--- src/rtl/rvc_xlat_pkg.sv ---
package rvc_xlat_pkg;

    localparam int unsigned WORD_W  = 32;
    localparam int unsigned HALF_W  = 16;
    localparam int unsigned REG_W   = 5;
    localparam int unsigned CREG_W  = 3;
    localparam int unsigned STEP_W  = 3;

    localparam logic [6:0] OPC_IMM    = 7'b0010011;
    localparam logic [6:0] OPC_LOAD   = 7'b0000011;
    localparam logic [6:0] OPC_STORE  = 7'b0100011;
    localparam logic [6:0] OPC_BRANCH = 7'b1100011;
    localparam logic [6:0] OPC_JAL    = 7'b1101111;
    localparam logic [6:0] OPC_JALR   = 7'b1100111;
    localparam logic [6:0] OPC_REG    = 7'b0110011;

    localparam logic [2:0] F3_ADD  = 3'b000;
    localparam logic [2:0] F3_WORD = 3'b010;

    localparam logic [REG_W-1:0] X_ZERO = 5'd0;
    localparam logic [REG_W-1:0] X_RA   = 5'd1;
    localparam logic [REG_W-1:0] X_SP   = 5'd2;

    localparam logic [WORD_W-1:0] NOP_WORD = 32'h0000_0013;

    localparam logic [STEP_W-1:0] STEP_HALF = 3'd2;
    localparam logic [STEP_W-1:0] STEP_FULL = 3'd4;

    typedef enum logic [1:0] {
        QD_ZERO = 2'b00,
        QD_ONE  = 2'b01,
        QD_TWO  = 2'b10,
        QD_BASE = 2'b11
    } quadrant_e;

    typedef struct packed {
        logic [WORD_W-1:0] word;
        logic              bad;
    } xlat_t;

    localparam xlat_t XLAT_BAD = '{word: NOP_WORD, bad: 1'b1};

    function automatic logic [REG_W-1:0] creg(input logic [CREG_W-1:0] f);
        return {2'b01, f};
    endfunction

    function automatic logic [WORD_W-1:0] enc_i(input logic [11:0] imm,
                                                input logic [REG_W-1:0] rs1,
                                                input logic [2:0] f3,
                                                input logic [REG_W-1:0] rd,
                                                input logic [6:0] op);
        return {imm, rs1, f3, rd, op};
    endfunction

    function automatic logic [WORD_W-1:0] enc_s(input logic [11:0] imm,
                                                input logic [REG_W-1:0] rs2,
                                                input logic [REG_W-1:0] rs1,
                                                input logic [2:0] f3,
                                                input logic [6:0] op);
        return {imm[11:5], rs2, rs1, f3, imm[4:0], op};
    endfunction

    function automatic logic [WORD_W-1:0] enc_b(input logic [12:0] imm,
                                                input logic [REG_W-1:0] rs2,
                                                input logic [REG_W-1:0] rs1,
                                                input logic [2:0] f3);
        return {imm[12], imm[10:5], rs2, rs1, f3, imm[4:1], imm[11], OPC_BRANCH};
    endfunction

    function automatic logic [WORD_W-1:0] enc_j(input logic [20:0] imm,
                                                input logic [REG_W-1:0] rd);
        return {imm[20], imm[10:1], imm[11], imm[19:12], rd, OPC_JAL};
    endfunction

    function automatic logic [WORD_W-1:0] enc_r(input logic [REG_W-1:0] rs2,
                                                input logic [REG_W-1:0] rs1,
                                                input logic [REG_W-1:0] rd);
        return {7'b0000000, rs2, rs1, F3_ADD, rd, OPC_REG};
    endfunction

    function automatic xlat_t ok(input logic [WORD_W-1:0] w);
        return '{word: w, bad: 1'b0};
    endfunction

endpackage

--- src/rtl/rvc_len_detect.sv ---
module rvc_len_detect
    import rvc_xlat_pkg::*;
(
    input  logic [1:0]        low_bits_i,
    output logic              is_half_o,
    output logic [STEP_W-1:0] step_o
);
    always_comb begin
        is_half_o = (low_bits_i != QD_BASE);
        step_o    = is_half_o ? STEP_HALF : STEP_FULL;
    end
endmodule

--- src/rtl/rvc_q0_dec.sv ---
module rvc_q0_dec
    import rvc_xlat_pkg::*;
(
    input  logic [HALF_W-1:0] half_i,
    output xlat_t             res_o
);
    logic [9:0] sp_uimm;
    logic [6:0] word_off;
    logic [REG_W-1:0] rlow, rmid;

    always_comb begin
        sp_uimm  = {half_i[10:7], half_i[12:11], half_i[5], half_i[6], 2'b00};
        word_off = {half_i[5], half_i[12:10], half_i[6], 2'b00};
        rlow     = creg(half_i[4:2]);
        rmid     = creg(half_i[9:7]);
        res_o    = XLAT_BAD;
        unique case (half_i[15:13])
            3'b000: if (sp_uimm != '0)
                        res_o = ok(enc_i({2'b00, sp_uimm}, X_SP, F3_ADD, rlow, OPC_IMM));
            3'b010: res_o = ok(enc_i({5'b0, word_off}, rmid, F3_WORD, rlow, OPC_LOAD));
            3'b110: res_o = ok(enc_s({5'b0, word_off}, rlow, rmid, F3_WORD, OPC_STORE));
            default: res_o = XLAT_BAD;
        endcase
    end
endmodule

--- src/rtl/rvc_q1_dec.sv ---
module rvc_q1_dec
    import rvc_xlat_pkg::*;
(
    input  logic [HALF_W-1:0] half_i,
    output xlat_t             res_o
);
    logic [11:0] imm6_sx;
    logic [11:0] jmp_off;
    logic [9:0]  sp16;
    logic [8:0]  br_off;
    logic [REG_W-1:0] rd;

    always_comb begin
        rd      = half_i[11:7];
        imm6_sx = {{6{half_i[12]}}, half_i[12], half_i[6:2]};
        jmp_off = {half_i[12], half_i[8], half_i[10:9], half_i[6], half_i[7],
                   half_i[2], half_i[11], half_i[5:3], 1'b0};
        sp16    = {half_i[12], half_i[4:3], half_i[5], half_i[2], half_i[6], 4'b0000};
        br_off  = {half_i[12], half_i[6:5], half_i[2], half_i[11:10], half_i[4:3], 1'b0};
        res_o   = XLAT_BAD;
        unique case (half_i[15:13])
            3'b000: res_o = ok(enc_i(imm6_sx, rd, F3_ADD, rd, OPC_IMM));
            3'b001: res_o = ok(enc_j({{9{jmp_off[11]}}, jmp_off}, X_RA));
            3'b010: res_o = ok(enc_i(imm6_sx, X_ZERO, F3_ADD, rd, OPC_IMM));
            3'b011: if (rd == X_SP && sp16 != '0)
                        res_o = ok(enc_i({{2{sp16[9]}}, sp16}, X_SP, F3_ADD, X_SP, OPC_IMM));
            3'b101: res_o = ok(enc_j({{9{jmp_off[11]}}, jmp_off}, X_ZERO));
            3'b110,
            3'b111: res_o = ok(enc_b({{4{br_off[8]}}, br_off}, X_ZERO,
                                     creg(half_i[9:7]), {2'b00, half_i[13]}));
            default: res_o = XLAT_BAD;
        endcase
    end
endmodule

--- src/rtl/rvc_q2_dec.sv ---
module rvc_q2_dec
    import rvc_xlat_pkg::*;
(
    input  logic [HALF_W-1:0] half_i,
    output xlat_t             res_o
);
    logic [7:0] ld_off, st_off;
    logic [REG_W-1:0] rd, rs2;

    always_comb begin
        rd     = half_i[11:7];
        rs2    = half_i[6:2];
        ld_off = {half_i[3:2], half_i[12], half_i[6:4], 2'b00};
        st_off = {half_i[8:7], half_i[12:9], 2'b00};
        res_o  = XLAT_BAD;
        unique case (half_i[15:13])
            3'b010: if (rd != X_ZERO)
                        res_o = ok(enc_i({4'b0, ld_off}, X_SP, F3_WORD, rd, OPC_LOAD));
            3'b100: begin
                if (!half_i[12]) begin
                    if (rs2 != X_ZERO)
                        res_o = ok(enc_r(rs2, X_ZERO, rd));
                    else if (rd != X_ZERO)
                        res_o = ok(enc_i(12'd0, rd, F3_ADD, X_ZERO, OPC_JALR));
                end
            end
            3'b110: res_o = ok(enc_s({4'b0, st_off}, rs2, X_SP, F3_WORD, OPC_STORE));
            default: res_o = XLAT_BAD;
        endcase
    end
endmodule

--- src/rtl/rvc_expander.sv ---
module rvc_expander
    import rvc_xlat_pkg::*;
(
    input  logic [WORD_W-1:0] fetch_word_i,
    output logic [WORD_W-1:0] expanded_o,
    output logic              compressed_o,
    output logic [STEP_W-1:0] pc_step_o,
    output logic              illegal_o
);
    logic [HALF_W-1:0] half;
    xlat_t q0_res, q1_res, q2_res, sel;

    assign half = fetch_word_i[HALF_W-1:0];

    rvc_len_detect u_len (
        .low_bits_i (fetch_word_i[1:0]),
        .is_half_o  (compressed_o),
        .step_o     (pc_step_o)
    );

    rvc_q0_dec u_q0 (.half_i(half), .res_o(q0_res));
    rvc_q1_dec u_q1 (.half_i(half), .res_o(q1_res));
    rvc_q2_dec u_q2 (.half_i(half), .res_o(q2_res));

    always_comb begin
        unique case (quadrant_e'(fetch_word_i[1:0]))
            QD_ZERO: sel = q0_res;
            QD_ONE:  sel = q1_res;
            QD_TWO:  sel = q2_res;
            default: sel = ok(fetch_word_i);
        endcase
        expanded_o = sel.word;
        illegal_o  = sel.bad;
    end
endmodule

--- config.mk ---
export PLATFORM = sky130hd
export DESIGN_NAME = rvc_expander
export DESIGN_NICKNAME = d
export VERILOG_FILES = /design/src/rtl/rvc_xlat_pkg.sv /design/src/rtl/rvc_len_detect.sv /design/src/rtl/rvc_q0_dec.sv /design/src/rtl/rvc_q1_dec.sv /design/src/rtl/rvc_q2_dec.sv /design/src/rtl/rvc_expander.sv
export SDC_FILE = /design/constraint.sdc
export NUM_CORES = 1
export LEC_CHECK = 0
export CAP_MARGIN = 20
export CORE_MARGIN = 2
export CORE_UTILIZATION = 40
export DETAILED_ROUTE_END_ITERATION = 6
export DONT_BUFFER_PORTS = 1
export GPL_TIMING_DRIVEN = 0
export MAX_ROUTING_LAYER = met4
export PLACE_DENSITY_LB_ADDON = 0.15
export SETUP_SLACK_MARGIN = 0.05
export SLEW_MARGIN = 0
export SYNTH_ARGS = -nofsm -noshare
export SYNTH_HDL_FRONTEND = slang
export SYNTH_SLANG_ARGS = --single-unit
export TNS_END_PERCENT = 10
--- constraint.sdc ---
create_clock -name vclk -period 3.5
set_input_delay 0.7 -clock vclk [all_inputs]
set_output_delay 0.7 -clock vclk [all_outputs]
set_load 0.02 [all_outputs]
==> flow_summary.json, run 1 <==
{
  "die-area_sq_um": 4440,
  "slew_viol_final": 0,
  "crit_required_ps": 2800,
  "overflow": 0,
  "end_kind": "primary output",
  "min_from": "fetch_word_i[20]",
  "dr.pass1.iters": 6,
  "maxSlewHeadroom_pct": 30.5,
  "crit_path_max_incr_delay_ps": 460,
  "dpl.cell_count": 301,
  "synthDistinctLibCells": 64,
  "hold_depth": 2,
  "critical_path_buf_inv_count": 4,
  "grt_pass1_vias": 2008,
  "ctsHoldBuffers": 0,
  "fin_tns_setup_ps": -9.78,
  "post-route-drc-count": 0,
  "met1_usage_pct": 46.2,
  "synth.top_cell.area_share_pct": 7.97,
  "hp-class": "in -> out",
  "netlist_instances": 252,
  "arrival_ps": 2810,
  "detail-route-antenna-nets": 0,
  "drive_gt1_share_pct": 10.3,
  "fin_crit_sh_pct": 100,
  "power_frac_seq_pct": 0,
  "met3_usage_pct": 6.59,
  "hpwlAfterDp_um": 5460,
  "die_h_um": 66.6,
  "die_x_um": 66.6,
  "place.gp.congestion": 0.980,
  "syn_area_sq_um": 1570,
  "syn_to_final_growth_pct": 5.26,
  "critical_path_class": "in -> out",
  "netlist_top_cells_count": "o21ai_0 (25), clkbuf_1 (22), a21oi_1 (21), nand2_1 (21), nor2_1 (12)",
  "ys_top_cells_by_area": "o21ai_0 (8.0%), a21oi_1 (6.7%), clkbuf_1 (5.3%)",
  "wl_per_cell_um": 24.9,
  "fillers": 411,
  "fin_util_pct": 44.4,
  "core_sq_um": 3720,
  "core.rowCount": 22,
  "power_density_nw_per_um2": 144,
  "grt_pass1_wl_um": 11400,
  "p_leak_nw": 0.557,
  "grt_busiest_layer": "met2",
  "yosysMostFrequentCell": "o21ai_0",
  "whs_endpoint": "expanded_o[20]",
  "combinationalPowerShare_pct": 100.0,
  "layout.nets": 287,
  "critical_path.top_delay_family": "buffers and inverters",
  "p_clk_share_pct": 0,
  "max_slew.worst_pin.slew_ps": 1040,
  "grt_max_degree": 12,
  "outcome": "finished with violations",
  "seq_cells": 0,
  "critPathMaxFanout": 10,
  "violations": "negative setup slack",
  "seqCellArea_sq_um": 0,
  "synth_seq_area_share_pct": 0,
  "start_util_pct": 42.2,
  "port_buffers": 0,
  "intPower_mw": 0.0684,
  "timing.final.ws_setup_ps": -9.78,
  "hold_viol_final": 0,
  "rsz0062_at_grt": "yes",
  "postSynthAreaPerCell_sq_um": 6.23,
  "drv_cap": 0,
  "ios": 69,
  "drtIter0Drc": 306,
  "critPathLaunchType": "input pin",
  "routed_wirelength_um": 7500,
  "fmax_ghz": 0.285,
  "met2_usage_pct": 53.3,
  "critPathSlowestCell": "o211ai_1",
  "holdWs_ps": 1580,
  "diodes": 0,
  "switchingPower_mw": 0.170,
  "postCtsSetupRepairBufs": 0,
  "stdcell_count": 301,
  "antenna_found_initial": 0,
  "ir_drop_mv": 0.0470,
  "fin_crit_ps": 3510,
  "track_usage_pct": 34.5,
  "vias_per_cell": 7.51,
  "netSwitchingFraction_pct": 71.3,
  "synth_top_cell_by_area": "o21ai_0",
  "vias": 2260,
  "crit_chain": "clkbuf_1, clkbuf_1, buf_2, buf_2, nand3_1, nand2_1, a21oi_1, o211ai_1",
  "finalSetupViolCount": 1,
  "nClkBuffers": 0,
  "ys_warn_count": 0
}
-- layout by cell type, fill, tap and decap left out, types with 4 or more instances in the layout --
cell and count:
buf_4 4, a31oi_1 5, a21oi_1 21, or3_1 5
inv_1 7, nor3b_1 4, nor2_1 12, o211ai_1 7
clkbuf_1 20, nor4_1 4, a21boi_0 4, nor3_1 10
nand2_1 21, a221o_1 4, o21a_1 4, o22ai_1 4
o21ai_0 22, o21ai_1 4, nor2b_1 9
-- worst max-delay path by stage --
stage,start,endpoint,cells after the start
global route,fetch_word_i[15],expanded_o[8],8
global placement,fetch_word_i[0],expanded_o[27],6
finish,fetch_word_i[15],expanded_o[8],8
detailed placement,fetch_word_i[0],expanded_o[24],4
floorplan,fetch_word_i[7],expanded_o[24],6
CTS,fetch_word_i[0],expanded_o[24],4
-- repair_timing --
item | in CTS | in global routing
endpoints found under the hold margin | 0 | 0
endpoints found under the setup margin | 0 | 11
gates resized for setup | 0 | 9
-- metrics by stage --
step / worst slack, ps / total power, mW / area [sq um]
CTS: 76.0 / 0.227 / 1630
finish: -9.78 / 0.238 / 1650
global placement: 3.22 / 0.229 / 1630
detailed placement: 84.8 / 0.227 / 1630
global route: -70.6 / 0.252 / 1650
floorplan: 412 / 0.182 / 1570
-- layer usage --
layer	up-vias	share of wire, %
met5	-	0
met2	224	43
li1	984	-
met1	1017	37
met3	35	16
met4	0	3.4
-- cell type report --
type	instances	area (sq um)	area share, %
well taps	48	60.1	3.64
multi-input cells	213	1400	84.6
plain buffers	33	168	10.2
inverters	7	26.3	1.59
-- power by group through the flow --
stage | clock network (mW) | registers (mW) | logic [mW]
floorplan | 0 | 0 | 0.182
global placement | 0 | 0 | 0.229
detailed placement | 0 | 0 | 0.227
CTS | 0 | 0 | 0.227
global route | 0 | 0 | 0.252
finish | 0 | 0 | 0.238
-- cells by family after synthesis --
kind of cell / after synthesis / synth area share (%)
AOI/OAI and AO/OA: 117 / 52.6
and+or+nand+nor: 89 / 32.1
buffers and inverters: 40 / 12.2
muxes: 4 / 2.71
other: 2 / 0.479
(Power assumes the default switching activity.)
==> run 2: changes to the inputs <==
--- a/config.mk
+++ b/config.mk
@@ -14,7 +14,7 @@
 export MAX_ROUTING_LAYER = met4
 export PLACE_DENSITY_LB_ADDON = 0.15
 export SETUP_SLACK_MARGIN = 0.05
-export SLEW_MARGIN = 0
+export SLEW_MARGIN = 30
 export SYNTH_ARGS = -nofsm -noshare
 export SYNTH_HDL_FRONTEND = slang
 export SYNTH_SLANG_ARGS = --single-unit
==> results of run 2 <==
No change in the layout: final DEF, timing and power equal those of run 1.
